### src/rtl/bxl_pkg.sv
package bxl_pkg;
  parameter int unsigned ADDR_W   = 32;
  parameter int unsigned DATA_W   = 32;
  parameter int unsigned N_SETS   = 4;
  parameter int unsigned LG_OFS_W = 22;
  parameter int unsigned SM_OFS_W = 20;

  typedef enum logic [1:0] {
    RSP_IDLE = 2'd0,
    RSP_HIT  = 2'd1,
    RSP_MISS = 2'd2
  } rsp_kind_e;
endpackage

### src/rtl/bxl_set_table.sv
module bxl_set_table #(
  parameter int unsigned N_SETS   = 4,
  parameter int unsigned LG_OFS_W = 22,
  parameter int unsigned SM_OFS_W = 20,
  parameter int unsigned CNT_W    = 3,
  parameter int unsigned IDX_W    = 24,
  parameter int unsigned LIM_W    = 25
) (
  input  logic                clk_i,
  input  logic                rst_ni,
  input  logic [CNT_W-1:0]    cfg_large_i,
  input  logic [CNT_W-1:0]    cfg_small_i,
  output logic [IDX_W-1:0]    base_o [N_SETS],
  output logic [LG_OFS_W-1:0] mask_o [N_SETS],
  output logic [LIM_W-1:0]    limit_o
);
  localparam logic [CNT_W-1:0]    SETS_C  = CNT_W'(N_SETS);
  localparam logic [LG_OFS_W-1:0] LG_MASK = '1;
  localparam logic [LG_OFS_W-1:0] SM_MASK = {{(LG_OFS_W-SM_OFS_W){1'b0}}, {SM_OFS_W{1'b1}}};

  logic [CNT_W-1:0]    n_lg, n_sm, n_pop;
  logic [IDX_W-1:0]    base_d [N_SETS];
  logic [LG_OFS_W-1:0] mask_d [N_SETS];
  logic [LIM_W-1:0]    limit_d;
  logic                loaded_q;

  // clamp: large banks fill first, small banks take what is left
  always_comb begin
    n_lg  = (cfg_large_i > SETS_C) ? SETS_C : cfg_large_i;
    n_sm  = (cfg_small_i > (SETS_C - n_lg)) ? (SETS_C - n_lg) : cfg_small_i;
    n_pop = n_lg + n_sm;
    limit_d = LIM_W'(n_pop) << LG_OFS_W;
  end

  for (genvar s = 0; s < N_SETS; s++) begin : g_set
    localparam logic [CNT_W-1:0] SI = CNT_W'(s);

    always_comb begin
      if (SI < n_lg) begin
        base_d[s] = IDX_W'(SI) << LG_OFS_W;
        mask_d[s] = LG_MASK;
      end else if (SI < n_pop) begin
        base_d[s] = (IDX_W'(n_lg) << LG_OFS_W) + (IDX_W'(SI - n_lg) << SM_OFS_W);
        mask_d[s] = SM_MASK;
      end else begin
        base_d[s] = '0;
        mask_d[s] = '0;
      end
    end

    always_ff @(posedge clk_i or negedge rst_ni) begin
      if (!rst_ni) begin
        base_o[s] <= '0;
        mask_o[s] <= '0;
      end else if (!loaded_q) begin
        base_o[s] <= base_d[s];
        mask_o[s] <= mask_d[s];
      end
    end
  end

  always_ff @(posedge clk_i or negedge rst_ni) begin
    if (!rst_ni) begin
      loaded_q <= 1'b0;
      limit_o  <= '0;
    end else if (!loaded_q) begin
      loaded_q <= 1'b1;
      limit_o  <= limit_d;
    end
  end
endmodule

### src/rtl/bxl_window_map.sv
module bxl_window_map #(
  parameter int unsigned ADDR_W   = 32,
  parameter int unsigned N_SETS   = 4,
  parameter int unsigned LG_OFS_W = 22,
  parameter int unsigned SEL_W    = 2,
  parameter int unsigned IDX_W    = 24,
  parameter int unsigned LIM_W    = 25
) (
  input  logic [ADDR_W-1:0]   addr_i,
  input  logic [IDX_W-1:0]    base_i [N_SETS],
  input  logic [LG_OFS_W-1:0] mask_i [N_SETS],
  input  logic [LIM_W-1:0]    limit_i,
  output logic                hit_o,
  output logic [IDX_W-1:0]    idx_o
);
  logic [SEL_W-1:0]    sel;
  logic [LG_OFS_W-1:0] ofs;

  always_comb begin
    sel   = addr_i[LG_OFS_W +: SEL_W];
    ofs   = addr_i[LG_OFS_W-1:0] & mask_i[sel];
    hit_o = addr_i < {{(ADDR_W-LIM_W){1'b0}}, limit_i};
    idx_o = base_i[sel] + {{SEL_W{1'b0}}, ofs};
  end
endmodule

### src/rtl/bxl_req_pipe.sv
module bxl_req_pipe
  import bxl_pkg::*;
#(
  parameter int unsigned DATA_W = 32,
  parameter int unsigned BE_W   = 4,
  parameter int unsigned IDX_W  = 24
) (
  input  logic              clk_i,
  input  logic              rst_ni,
  input  logic              valid_i,
  input  logic              we_i,
  input  logic              hit_i,
  input  logic [IDX_W-1:0]  idx_i,
  input  logic [BE_W-1:0]   be_i,
  input  logic [DATA_W-1:0] wdata_i,
  input  logic [DATA_W-1:0] mem_rdata_i,
  output logic              rsp_valid_o,
  output logic              rsp_hit_o,
  output logic              rsp_noram_o,
  output logic [DATA_W-1:0] rsp_rdata_o,
  output logic              mem_en_o,
  output logic              mem_we_o,
  output logic [IDX_W-1:0]  mem_idx_o,
  output logic [BE_W-1:0]   mem_be_o,
  output logic [DATA_W-1:0] mem_wdata_o
);
  rsp_kind_e         kind_q;
  logic              we_q;
  logic [IDX_W-1:0]  idx_q;
  logic [BE_W-1:0]   be_q;
  logic [DATA_W-1:0] wdata_q;

  always_ff @(posedge clk_i or negedge rst_ni) begin
    if (!rst_ni) begin
      kind_q  <= RSP_IDLE;
      we_q    <= 1'b0;
      idx_q   <= '0;
      be_q    <= '0;
      wdata_q <= '0;
    end else begin
      if (!valid_i)   kind_q <= RSP_IDLE;
      else if (hit_i) kind_q <= RSP_HIT;
      else            kind_q <= RSP_MISS;
      we_q    <= valid_i & we_i;
      idx_q   <= (valid_i & hit_i) ? idx_i : '0;
      be_q    <= be_i;
      wdata_q <= wdata_i;
    end
  end

  always_comb begin
    rsp_valid_o = kind_q != RSP_IDLE;
    rsp_hit_o   = kind_q == RSP_HIT;
    rsp_noram_o = kind_q == RSP_MISS;
    mem_en_o    = rsp_hit_o;
    mem_we_o    = rsp_hit_o & we_q;
    mem_idx_o   = idx_q;
    mem_be_o    = be_q;
    mem_wdata_o = wdata_q;
    rsp_rdata_o = (rsp_hit_o && !we_q) ? mem_rdata_i : '0;
  end
endmodule

### src/rtl/bank_mirror_xlat.sv
module bank_mirror_xlat
  import bxl_pkg::*;
#(
  parameter int unsigned ADDR_W   = bxl_pkg::ADDR_W,
  parameter int unsigned DATA_W   = bxl_pkg::DATA_W,
  parameter int unsigned N_SETS   = bxl_pkg::N_SETS,
  parameter int unsigned LG_OFS_W = bxl_pkg::LG_OFS_W,
  parameter int unsigned SM_OFS_W = bxl_pkg::SM_OFS_W,
  localparam int unsigned CNT_W   = $clog2(N_SETS + 1),
  localparam int unsigned SEL_W   = $clog2(N_SETS),
  localparam int unsigned IDX_W   = LG_OFS_W + SEL_W,
  localparam int unsigned LIM_W   = IDX_W + 1,
  localparam int unsigned BE_W    = DATA_W / 8
) (
  input  logic              clk_i,
  input  logic              rst_ni,
  input  logic [CNT_W-1:0]  cfg_large_i,
  input  logic [CNT_W-1:0]  cfg_small_i,
  input  logic              req_valid_i,
  input  logic              req_we_i,
  input  logic [ADDR_W-1:0] req_addr_i,
  input  logic [BE_W-1:0]   req_be_i,
  input  logic [DATA_W-1:0] req_wdata_i,
  output logic              rsp_valid_o,
  output logic              rsp_hit_o,
  output logic              rsp_noram_o,
  output logic [DATA_W-1:0] rsp_rdata_o,
  output logic              mem_en_o,
  output logic              mem_we_o,
  output logic [IDX_W-1:0]  mem_idx_o,
  output logic [BE_W-1:0]   mem_be_o,
  output logic [DATA_W-1:0] mem_wdata_o,
  input  logic [DATA_W-1:0] mem_rdata_i
);
  logic [IDX_W-1:0]    set_base [N_SETS];
  logic [LG_OFS_W-1:0] set_mask [N_SETS];
  logic [LIM_W-1:0]    pop_limit;
  logic                map_hit;
  logic [IDX_W-1:0]    map_idx;

  bxl_set_table #(
    .N_SETS(N_SETS), .LG_OFS_W(LG_OFS_W), .SM_OFS_W(SM_OFS_W),
    .CNT_W(CNT_W), .IDX_W(IDX_W), .LIM_W(LIM_W)
  ) i_set_table (
    .clk_i, .rst_ni, .cfg_large_i, .cfg_small_i,
    .base_o(set_base), .mask_o(set_mask), .limit_o(pop_limit)
  );

  bxl_window_map #(
    .ADDR_W(ADDR_W), .N_SETS(N_SETS), .LG_OFS_W(LG_OFS_W),
    .SEL_W(SEL_W), .IDX_W(IDX_W), .LIM_W(LIM_W)
  ) i_window_map (
    .addr_i(req_addr_i), .base_i(set_base), .mask_i(set_mask),
    .limit_i(pop_limit), .hit_o(map_hit), .idx_o(map_idx)
  );

  bxl_req_pipe #(
    .DATA_W(DATA_W), .BE_W(BE_W), .IDX_W(IDX_W)
  ) i_req_pipe (
    .clk_i, .rst_ni,
    .valid_i(req_valid_i), .we_i(req_we_i), .hit_i(map_hit), .idx_i(map_idx),
    .be_i(req_be_i), .wdata_i(req_wdata_i), .mem_rdata_i,
    .rsp_valid_o, .rsp_hit_o, .rsp_noram_o, .rsp_rdata_o,
    .mem_en_o, .mem_we_o, .mem_idx_o, .mem_be_o, .mem_wdata_o
  );
endmodule

### config.mk
export PLATFORM = sky130hd
export DESIGN_NAME = bank_mirror_xlat
export DESIGN_NICKNAME = d
export VERILOG_FILES = /design/src/rtl/bxl_pkg.sv /design/src/rtl/bxl_set_table.sv /design/src/rtl/bxl_window_map.sv /design/src/rtl/bxl_req_pipe.sv /design/src/rtl/bank_mirror_xlat.sv
export SDC_FILE = /design/constraint.sdc
export NUM_CORES = 1
export LEC_CHECK = 0
export BUFFER_PORTS_ARGS = -buffer_cell sky130_fd_sc_hd__buf_2
export CAP_MARGIN = 20
export CORE_MARGIN = 8
export CORE_UTILIZATION = 40
export CTS_CLUSTER_SIZE = 14
export DETAILED_ROUTE_END_ITERATION = 12
export GPL_TIMING_DRIVEN = 0
export PLACE_DENSITY = 0.71
export SYNTH_ARGS = -nofsm -noshare
export SYNTH_HDL_FRONTEND = slang
export SYNTH_SLANG_ARGS = --single-unit
### constraint.sdc
create_clock -name clk_i -period 4.15 [get_ports clk_i]
set_input_delay 1.0375 -clock clk_i [delete_from_list [all_inputs] [get_ports clk_i]]
set_output_delay 1.0375 -clock clk_i [all_outputs]
set_load 0.01 [all_outputs]
==> reports/metrics.yaml, run 1 <==
synthAdderAreaFrac_pct: 6.48
outcome: "completed"
synthMuxAreaShare_pct: 3.98
yosys_register_bits: 91
crit_type: "input port to register"
path_cells: "buf_6, buf_8, nor2b_4, inv_2, ha_4, ha_4, ha_4, o21ai_4, nand2b_1, nand2_2, o21ai_2, ha_2, inv_2, fa_2, inv_2, nor4_4, o21ai_4, a32o_1"
viasPerCell: 4.59
finalCritPeriodShare_pct: 96.8
dp_hpwl_um: 9540
fin_nets: 672
grt_pass1_wl_um: 17600
synth-async-reset-ratio_pct: 100
yosys.area_share.simple_pct: 17.2
gp_congestion: 0.915
syn2layout_area_growth_pct: 42.1
cts_hold_buf: 0
synth_area_um2: 3900
synth_top_area_cell: "dfrtp_1"
grt_max_degree: 49
clock_power_share_pct: 28.3
synth_warnings: 0
ys_types: 49
hold_violations: 0
cts_buffers: 9
start_util_pct: 40.6
skew_ns: 0.00824
wl_per_cell_um: 17.2
intPower_w: 0.00136
dieArea_um2: 13200
worst_setup_path_end_kind: "register"
synth_top_family_by_area: "simple AND/OR/NAND/NOR gates"
synth_edf_count: 0
fmax_mhz: 249
power_density_nw_per_um2: 346
grt_use_total_pct: 17.6
die_x_um: 115
drcViolationCount: 0
synth_cells: 314
worstHoldPathType: "register to register"
rsz0062_at_grt: "false"
die_h_um: 115
core_um2: 9590
synth.area.top_cells: "dfrtp_1, and2_1, ha_1"
cts_tree: "yes"
cts_sinks: 91
grt_remaining_overflow: 0
dpl-instance-area_um2: 5170
syn_nets: 443
power.leakage_nw: 2.95
drive_above_1_share_pct: 50.9
start_kind: "input port"
clkTransAtPathRegs_ns: 0.09
cts_buffer_depth: 2
cpMaxStageDelayCell: "fa_2"
antennaDiodeCount: 0
swShare_pct: 28.8
p_seq_share_pct: 50.5
synth_compound_area_share_pct: 7.70
synth_top_area_share_pct: 58.4
min_period_ns: 4.02
drt_wl_total_um: 11700
cts_root_buf: "clkbuf_8"
vias: 3126
required_ns: 4.40
drt-initial-drc-count: 126
whs_ns: 0.489
max_slew_margin_pct: 63.4
h-tree-depth: 3
synthXorXnorAreaFrac_pct: 2.18
ir_drop_mv: 0.144
ys_seq_area_share_pct: 58.4
drt.antenna.violating_nets: 0
boundaryPins: 207
crit_arrival_ns: 4.27
synth_ff_type: "dfrtp_1"
maxCapViolCount: 0
max_stage_delay_ns: 0.59
port_buffers: 205
finalSetupViolations: 0
antenna_found_initial: 0
grt_pass1_vias: 3218
finish.instance_area_um2: 5540
clk_latency_ns: 0.36
fp-row-count: 36
syn_area_per_cell_um2: 12.4
drtPass1Iterations: 4
p_switching_w: 0.000551
crit_fanout: 5
p_comb_share_pct: 21.2
worst_pin_slew_ns: 0.545
finalMaxSlewViolations: 0
Yosys cell counts (2+ instances only):
cell type and count:
o41ai_1 2, mux4_2 6, ha_1 17, o21ai_0 5, a32o_1 8, nand2b_1 2, a21oi_2 2, o311ai_1 2
nor2_1 12, nor2b_1 9, a21o_1 2, xnor2_1 2, buf_6 3, inv_1 18, nor3_1 2, mux2i_1 2
fa_1 2, xor2_1 4, dfrtp_1 91, nor4_1 2, nand2_1 22, and2_1 59, a21oi_1 4, clkbuf_1 9
a2bb2oi_1 2, o21a_1 2
routing by layer:
metal  vias to the layer above  global-route usage (%)  routed length (um)
li1                       1494                       -                   -
met1                      1498                    18.2                4180
met2                       114                    32.7                6390
met3                        20                    4.75                 917
met4                         0                    7.79                 257
met5                         -                       0                   0
flip-flops by register name, indices dropped and copies added (netlist names):
register	count
i_req_pipe.kind_q	2
i_set_table.limit_o	3
i_set_table.base_o	16
i_set_table.loaded_q	1
i_set_table.mask_o	8
i_req_pipe.mem_be_o	4
i_req_pipe.mem_wdata_o	32
i_req_pipe.mem_idx_o	24
i_req_pipe.we_q	1
logic make-up (layout without fill, tap and decap cells):
| group | count (synthesis) | count (layout) |
|---|---|---|
| AOI/OAI and AO/OA | 38 | 38 |
| buffers and inverters | 33 | 267 |
| xor gates and xnor gates | 8 | 8 |
| adders and majority gates | 19 | 19 |
| muxes | 8 | 8 |
| and+or+nand+nor | 116 | 116 |
| DFF | 91 | 91 |
| other | 1 | 1 |
through the flow:
step | power, W | utilization, % | instances | setup TNS (ns) | setup slack [ns]
finish | 0.00191 | 57.7 | 681 | 0 | 0.132
floorplan | 0.00119 | - | 314 | 0 | 0.0160
CTS | 0.00190 | 56.2 | 671 | 0 | 0.0115
global route | 0.00202 | 57.7 | 681 | 0 | 0.00498
global placement | 0.00133 | 53.6 | 652 | -7.59 | -0.532
detailed placement | 0.00135 | 53.9 | 653 | -8.83 | -0.602
critical path, delay by kind of cell:
family                     cells  cell delay (ns)
adders and majority gates      5             1.50
AOI/OAI and AO/OA              4             0.59
and+or+nand+nor                4             0.72
buffers and inverters          5             0.41
placed cells by master (no fill, tap or decap), drive strengths merged, types with 2 or more instances in the layout:
cell / n
buf: 224
dfrtp: 91
and2: 59
nand2: 22
inv: 22
clkbuf: 18
ha: 17
nor2: 12
nor2b: 10
a32o: 8
o21ai: 7
mux4: 6
a21oi: 6
xor2: 5
nor4: 3
xnor2: 3
nand2b: 2
a21o: 2
nor3: 2
o311ai: 2
o41ai: 2
a2bb2oi: 2
o21a: 2
mux2i: 2
and3: 2
o211ai: 2
o22a: 2
fa: 2
clkinv: 2
worst paths after layout:
kind	start	endpoint	slack, ns	cells after the start
min reg2reg	i_set_table.mask_o[42]	i_set_table.mask_o[42]	0.49	1
max reg2reg	i_set_table.mask_o[20]	i_req_pipe.mem_idx_o[21]	2.24	6
min	i_set_table.mask_o[42]	i_set_table.mask_o[42]	0.49	1
max in group asynchronous	rst_ni	i_req_pipe.mem_idx_o[14]	2.87	2
min in group asynchronous	rst_ni	i_req_pipe.mem_wdata_o[6]	0.65	1
max	cfg_large_i[2]	i_set_table.base_o[93]	0.13	18
power by group through the flow:
stage / clock (W) / combinational (W) / sequential [W]
3_3_place_gp: 0 / 0.000346 / 0.000982
2_1_floorplan: 0 / 0.000206 / 0.000989
3_5_place_dp: 0 / 0.000361 / 0.000985
5_1_grt: 0.000596 / 0.000447 / 0.000975
6_report: 0.000541 / 0.000406 / 0.000966
4_1_cts: 0.000563 / 0.000368 / 0.000967
final cells by class:
class / count / area, um^2
fill: 870 / 4060
sequential: 91 / 2280
multi-input combinational: 190 / 1600
timing repair buffer: 219 / 1160
tap: 133 / 166
clock buffer: 10 / 128
buffer: 13 / 86.3
inverter: 19 / 71.3
clock inverter: 6 / 47.5
repair_timing:
item,in CTS,in global routing
setup endpoints to repair,10,14
pin swaps,0,12
gates resized for setup,7,23
setup buffers,2,11
(Power assumes the default switching activity.)
==> inputs of run 2 (changes only) <==
--- a/config.mk
+++ b/config.mk
@@ -5,6 +5,7 @@
 export SDC_FILE = /design/constraint.sdc
 export NUM_CORES = 1
 export LEC_CHECK = 0
+export ABC_AREA = 1
 export BUFFER_PORTS_ARGS = -buffer_cell sky130_fd_sc_hd__buf_2
 export CAP_MARGIN = 20
 export CORE_MARGIN = 8
==> run 2 against run 1 <==
Effect of this change: register-to-register slack hardly changed; sequential cell count stayed put; combinational power is 18% lower; count of clock-buffer cells in the layout is 1 higher; critical path depth is 3 higher; global-route usage is 2.3 points lower; final area is 1.0% lower; wire length is 6.2% lower; synthesized cell count is 31% higher; hold slack worse by 0.018 ns; highest routed layer unchanged.
==> reports/metrics.yaml, run 2 <==
outcome: "completed"
dp_hpwl_um: 8990  # -5.8%
mostFrequentLayoutCell: "buf_2"
grt_use_total_pct: 15.4  # -2.3 points
start_kind: "input port"
maxCapViolCount: 0  # unchanged
die_x_um: 116  # +1.4%
grt_remaining_overflow: 0  # unchanged
synth_top_area_cell: "dfrtp_1"
synth.area.top_cells: "dfrtp_1, inv_1, nor2_1"
finalCritPeriodShare_pct: 94.1  # -2.7 points
dieArea_um2: 13500  # +2.7%
cts_sinks: 91  # unchanged
synthTopCellsByCount: "dfrtp_1, inv_1, nor2_1, nand2_1, nand3_1"
drt.antenna.violating_nets: 0  # unchanged
final_cell_mix: "buf_2, dfrtp_1, inv_1, nor2_1, nand2_1"
drt_wl_total_um: 11000  # -6.2%
largest_register_ffs: 32  # unchanged
syn_nets: 541  # +22%
dp_slack_ns: -0.421  # +0.180 ns
path_cells: "buf_2, nor2_4, inv_1, ha_1, ha_1, ha_4, a21oi_1, nand2_1, nand2_2, nand2_1, o21ai_1, ha_1, inv_1, fa_1, xnor2_2, inv_1, nand3_2, nand2_4, nand3_2, nand3_1, nand2_1"
ys_types: 37  # -24%
worst_setup_path_end_kind: "register"
syn2layout_area_growth_pct: 36.3
h-tree-depth: 3  # unchanged
crit_family: "adder cells"
whs_ns: 0.471  # -0.0180 ns
crit_type: "input port to register"
regArea_um2: 2280  # unchanged
core_um2: 9770  # +1.9%
cts_root_buf: "clkbuf_8"
tns_ns: 0  # unchanged
viasPerCell: 4.49  # -2.3%
required_ns: 4.39  # about the same
gp_congestion: 0.865  # -5.5%
cp_num_buf_inv: 4  # -1
boundaryPins: 207  # unchanged
ys_seq_area_share_pct: 56.6  # -1.8 points
drcViolationCount: 0  # unchanged
antennaDiodeCount: 0  # unchanged
synth_top_area_share_pct: 56.6  # -1.8 points
dp_cells: 751  # +15%
syn_area_per_cell_um2: 9.76  # -21%
grt_max_degree: 55  # +12%
vias: 3446  # +10%
max_stage_delay_ns: 0.39  # -0.20 ns
antenna_found_initial: 0  # unchanged
drtPass1Iterations: 4  # unchanged
min_period_ns: 3.90  # -0.113 ns
clk_latency_ns: 0.35  # about the same
clkTransAtPathRegs_ns: 0.09  # about the same
yosysMostFrequentCell: "dfrtp_1"
worstHoldPathType: "register to register"
fin_nets: 759  # +13%
synth-async-reset-ratio_pct: 100  # unchanged
cts_buffers: 9  # unchanged
finalMaxSlewViolations: 0  # unchanged
power.leakage_nw: 3.21  # +8.7%
wl_per_cell_um: 14.3  # -17%
fp-row-count: 36  # unchanged
port_buffers: 205  # unchanged
ir_drop_mv: 0.167  # +16%
die_h_um: 116  # +1.4%
finalSetupViolations: 0  # unchanged
cpMaxStageDelayCell: "fa_1"
cts_hold_buf: 0  # unchanged
cts_buffer_depth: 2  # unchanged
stdcell_count: 768  # +13%
crit_fanout: 7  # +2
synth_cells: 412  # +31%
drive_above_1_share_pct: 42.0  # -8.9 points
drt-initial-drc-count: 277  # +120%
multi_input_area_um2: 1430  # -11%
synth_area_um2: 4020  # +3.2%
fin_ws_ns: 0.245  # +0.113 ns
fmax_mhz: 256  # +2.9%
final_util_pct: 56.1  # -1.7 points
skew_ns: 0.0104  # +0.00218 ns
fillers: 858  # -1.4%
reg2reg_slack_ns: 2.23  # about the same
yosys_register_bits: 91  # unchanged
cts_tree: "yes"
grt_pass1_vias: 3459  # +7.5%
start_util_pct: 41.1  # +0.52 points
synth_ff_type: "dfrtp_1"
hold_violations: 0  # unchanged
synth_edf_count: 0  # unchanged
crit_arrival_ns: 4.15  # -0.12 ns
synth_warnings: 0  # unchanged
power_density_nw_per_um2: 336  # -2.7%
grt_pass1_wl_um: 16400  # -6.3%
[run 2: changes by cell type after synthesis, moves of 6 or more]
cell / before / now
a21oi_1: 4 / 13
nand3_1: 0 / 22
a32o_1: 8 / 1
nand2_1: 22 / 55
nor3b_2: 0 / 17
nor2_1: 12 / 58
o21ai_0: 5 / 16
mux4_2: 6 / 0
inv_1: 18 / 72
and2_1: 59 / 0
nor2b_1: 9 / 0
[run 2: cells by family (layout without fill, tap and decap cells)]
kind of cell	after synthesis	in the layout	synth area share (%)
xor+xnor	5	5	1.09
compound gates	36	36	4.98
other cells	1	1	0.0933
simple gates	171	171	22.0
fa+ha+maj	19	19	6.28
buf+inv	89	312	8.96
flops	91	91	56.6
[run 2: worst register-to-register path, stage by stage, from the launching register on]
cell and delay [ns]:
dfrtp_1 0.40, or2_2 0.28, a32oi_1 0.32, inv_1 0.08
ha_1 0.28, a21oi_1 0.06, or2_1 0.25, nand2_1 0.07
nand2_1 0.04, nor2_1 0.07
[run 2: stage by stage]
step	area [um^2]	total power, W
3_3_place_gp	5220	0.00129
2_1_floorplan	4030	0.00116
6_report	5480	0.00184
4_1_cts	5440	0.00185
3_5_place_dp	5250	0.00130
5_1_grt	5480	0.00195
[run 2: worst paths after layout]
check                                             from                   endpoint  depth (start not counted)
worst min register to register  i_set_table.base_o[69]     i_set_table.base_o[69]                          2
min in group asynchronous                       rst_ni  i_req_pipe.mem_wdata_o[7]                          1
worst max register to register  i_set_table.base_o[93]   i_req_pipe.mem_idx_o[23]                          9
max in group asynchronous                       rst_ni    i_req_pipe.mem_idx_o[5]                          2
worst min-delay path            i_set_table.base_o[69]     i_set_table.base_o[69]                          2
worst max-delay path                    cfg_large_i[2]     i_set_table.base_o[94]                         21
[run 2: layer usage]
layer	global-route usage, %	share of wire, %
met1	17.8	39
met3	3.88	8.3
met5	0	0
met4	5.01	1.2
met2	27.2	52
[run 2: repair_timing]
action / 4_1_cts / 5_1_grt
pin swaps: 1 / 0
gates cloned: 0 / 0
resized for setup: 0 / 8
endpoints found under the setup margin: 2 / 20
buffers inserted: 1 / 0
[run 2: final cells by class]
| cell class | instances | area share (%) |
|---|---|---|
| multi-input cells | 232 | 26.1 |
| plain buffers | 14 | 1.44 |
| repair buffers | 207 | 19.4 |
| flip-flops and latches | 91 | 41.5 |
| clock buffers | 11 | 2.58 |
| clock inverters | 5 | 0.799 |
| well taps | 133 | 3.04 |
| inverters | 75 | 5.14 |
[run 2: power breakdown]
group	switching (W)	internal, W
logic	0.000196	0.000138
registers	0.0000212	0.000939
clock network	0.000308	0.000242
==> inputs of run 3 (changes only) <==
--- a/config.mk
+++ b/config.mk
@@ -9,11 +9,12 @@
 export BUFFER_PORTS_ARGS = -buffer_cell sky130_fd_sc_hd__buf_2
 export CAP_MARGIN = 20
 export CORE_MARGIN = 8
-export CORE_UTILIZATION = 40
+export CORE_UTILIZATION = 39
 export CTS_CLUSTER_SIZE = 14
 export DETAILED_ROUTE_END_ITERATION = 12
 export GPL_TIMING_DRIVEN = 0
-export PLACE_DENSITY = 0.71
+export MAX_ROUTING_LAYER = met4
+export PLACE_DENSITY = 0.69
 export SYNTH_ARGS = -nofsm -noshare
 export SYNTH_HDL_FRONTEND = slang
 export SYNTH_SLANG_ARGS = --single-unit
==> run 3 against run 2 <==
Effect of this change: critical path depth fell by 1; combinational power barely moved; global-route usage rose by 1.2 points; sequential share of layout area rose by 0.057 points; final area fell by 0.14%; register-to-register slack barely moved; first-iteration DRC count fell by 16%; sequential cell count did not move; maximum frequency fell by 0.11%; count of clock-buffer cells in the layout did not move; largest cell class unchanged.
==> reports/metrics.yaml, run 3 (synthesis gave the netlist of run 2 again) <==
max_stage_delay_ns: 0.40  # about the same
fillers: 949  # +11%
p_comb_share_pct: 18.3  # +0.2 points
finalCritPeriodShare_pct: 94.2  # +0.099 points
crit_arrival_ns: 4.15  # about the same
viasPerCell: 4.45  # -0.76%
start_util_pct: 39.5  # -1.7 points
swShare_pct: 28.2  # -0.31 points
dp_hpwl_um: 9080  # +1.0%
power_w: 0.00183  # -0.89%
cts_sinks: 91  # unchanged
core_um2: 10200  # +4.2%
hold_violations: 0  # unchanged
drive_above_1_share_pct: 42.0  # unchanged
outcome: "completed"
die_x_um: 118  # +1.1%
gp_congestion: 0.865  # about the same
cts_buffer_depth: 2  # unchanged
grt_remaining_overflow: 0  # unchanged
port_buffers: 205  # unchanged
cpMaxStageDelayCell: "fa_1"
worst_setup_path_end_kind: "register"
grt_max_degree: 60  # +9.1%
drt_wl_total_um: 11000  # +0.27%
h-tree-depth: 3  # unchanged
required_ns: 4.39  # about the same
skew_ns: 0.00430  # -0.00612 ns
syn2layout_area_growth_pct: 36.1
drcViolationCount: 0  # unchanged
die_h_um: 118  # +1.1%
largest_register_ffs: 32  # unchanged
start_kind: "input port"
crit_fanout: 7  # unchanged
min_period_ns: 3.91  # +0.00411 ns
p_seq_share_pct: 52.5  # +0.4 points
ir_drop_mv: 0.160  # -4.6%
boundaryPins: 207  # unchanged
grt_pass1_vias: 3691  # +6.7%
fp-row-count: 37  # +2.8%
cts_tree: "yes"
fin_nets: 759  # unchanged
power_density_nw_per_um2: 334  # -0.75%
antennaDiodeCount: 0  # unchanged
fmax_mhz: 256  # -0.11%
dp_slack_ns: -0.402  # +0.0193 ns
antenna_found_initial: 0  # unchanged
wl_per_cell_um: 14.3  # -0.12%
mostFrequentLayoutCell: "buf_2"
drtPass1Iterations: 4  # unchanged
power.leakage_nw: 3.20  # -0.29%
dieArea_um2: 13800  # +2.2%
clock_power_share_pct: 29.2  # -0.6 points
multi_input_area_um2: 1420  # -0.35%
tns_ns: 0  # unchanged
reg2reg_slack_ns: 2.23  # about the same
dp_cells: 754  # +0.40%
cp_num_buf_inv: 4  # unchanged
crit_family: "adder cells"
grt_pass1_wl_um: 18200  # +11%
vias: 3433  # -0.38%
p_switching_w: 0.000515  # -2.0%
maxCapViolCount: 0  # unchanged
clk_latency_ns: 0.35  # about the same
crit_type: "input port to register"
stdcell_count: 771  # +0.39%
regArea_um2: 2280  # unchanged
cts_root_buf: "clkbuf_8"
drt.antenna.violating_nets: 0  # unchanged
cts_buffers: 9  # unchanged
worstHoldPathType: "register to register"
hold_depth: 2  # unchanged
grt_use_total_pct: 16.6  # +1.2 points
cp.depth: 20  # -4.8%
final_cell_mix: "buf_2, dfrtp_1, inv_1, nor2_1, nand2_1"
finalMaxSlewViolations: 0  # unchanged
path_cells: "buf_2, nor2_2, inv_1, ha_1, ha_1, ha_4, nand3_1, nand2_1, nand2_2, o21ai_0, ha_1, inv_1, fa_1, xnor2_2, inv_1, nand3_2, nand2_4, nand3_1, nand3_1, nand2_1"
finalSetupViolations: 0  # unchanged
clkTransAtPathRegs_ns: 0.08  # about the same
drt-initial-drc-count: 234  # -16%
reg2reg_depth: 8  # -1
fin_ws_ns: 0.241  # -0.00411 ns
intPower_w: 0.00131  # -0.46%
-- run 3: power by group through the flow --
| stage | logic [W] | registers [W] | clock network (W) |
|---|---|---|---|
| floorplan | 0.000177 | 0.000984 | 0 |
| global placement | 0.000312 | 0.000976 | 0 |
| detailed placement | 0.000327 | 0.000978 | 0 |
| CTS | 0.000329 | 0.000960 | 0.000552 |
| global route | 0.000379 | 0.000966 | 0.000597 |
| finish | 0.000334 | 0.000960 | 0.000534 |
-- run 3: through the flow --
step | cell area, um^2 | hold slack (ns) | util [%]
finish | 5470 | 0.468 | 53.7
global route | 5470 | 0.482 | 53.7
CTS | 5440 | 0.466 | 53.4
detailed placement | 5260 | 0.446 | 51.6
global placement | 5230 | 0.441 | 51.3
floorplan | 4030 | 0.425 | -
-- run 3: cell type report --
type / instances / share of cell area, %
Sequential cell: 91 / 41.6
Multi-Input combinational cell: 232 / 26.0
Timing Repair Buffer: 207 / 19.4
Inverter: 75 / 5.14
Tap cell: 136 / 3.11
Clock buffer: 11 / 2.58
Buffer: 14 / 1.44
Clock inverter: 5 / 0.686
-- run 3: repair_timing --
| item | CTS | global route |
|---|---|---|
| setup buffers | 1 | 0 |
| pin swaps | 1 | 0 |
| hold buffers | 0 | 0 |
| resized for setup | 0 | 6 |
| endpoints found under the setup margin | 3 | 20 |
-- run 3: path summary, 6_finish.rpt --
path | start | endpoint
max in group asynchronous | rst_ni | i_set_table.loaded_q
worst max register to register | i_set_table.base_o[93] | i_req_pipe.mem_idx_o[23]
worst max-delay path | cfg_large_i[2] | i_set_table.base_o[47]
worst min register to register | i_set_table.base_o[69] | i_set_table.base_o[69]
worst min-delay path | i_set_table.base_o[69] | i_set_table.base_o[69]
min in group asynchronous | rst_ni | i_req_pipe.mem_wdata_o[11]
-- run 3: worst register-to-register path, delay by kind of cell (launching register included) --
family / cells / cell delay [ns]
AND/OR/NAND/NOR: 4 / 0.67
flip-flops: 1 / 0.40
AO/OA/AOI/OAI: 2 / 0.38
adder cells (fa/ha/maj): 1 / 0.28
buffers and inverters: 1 / 0.09
-- run 3: metal layers --
| metal | wire length [um] | GRT usage [%] | up-vias |
|---|---|---|---|
| met3 | 588 | 4.08 | 15 |
| met2 | 5720 | 27.9 | 111 |
| li1 | - | - | 1700 |
| met4 | 165 | 6.49 | 0 |
| met5 | 0 | - | - |
| met1 | 4570 | 18.7 | 1607 |
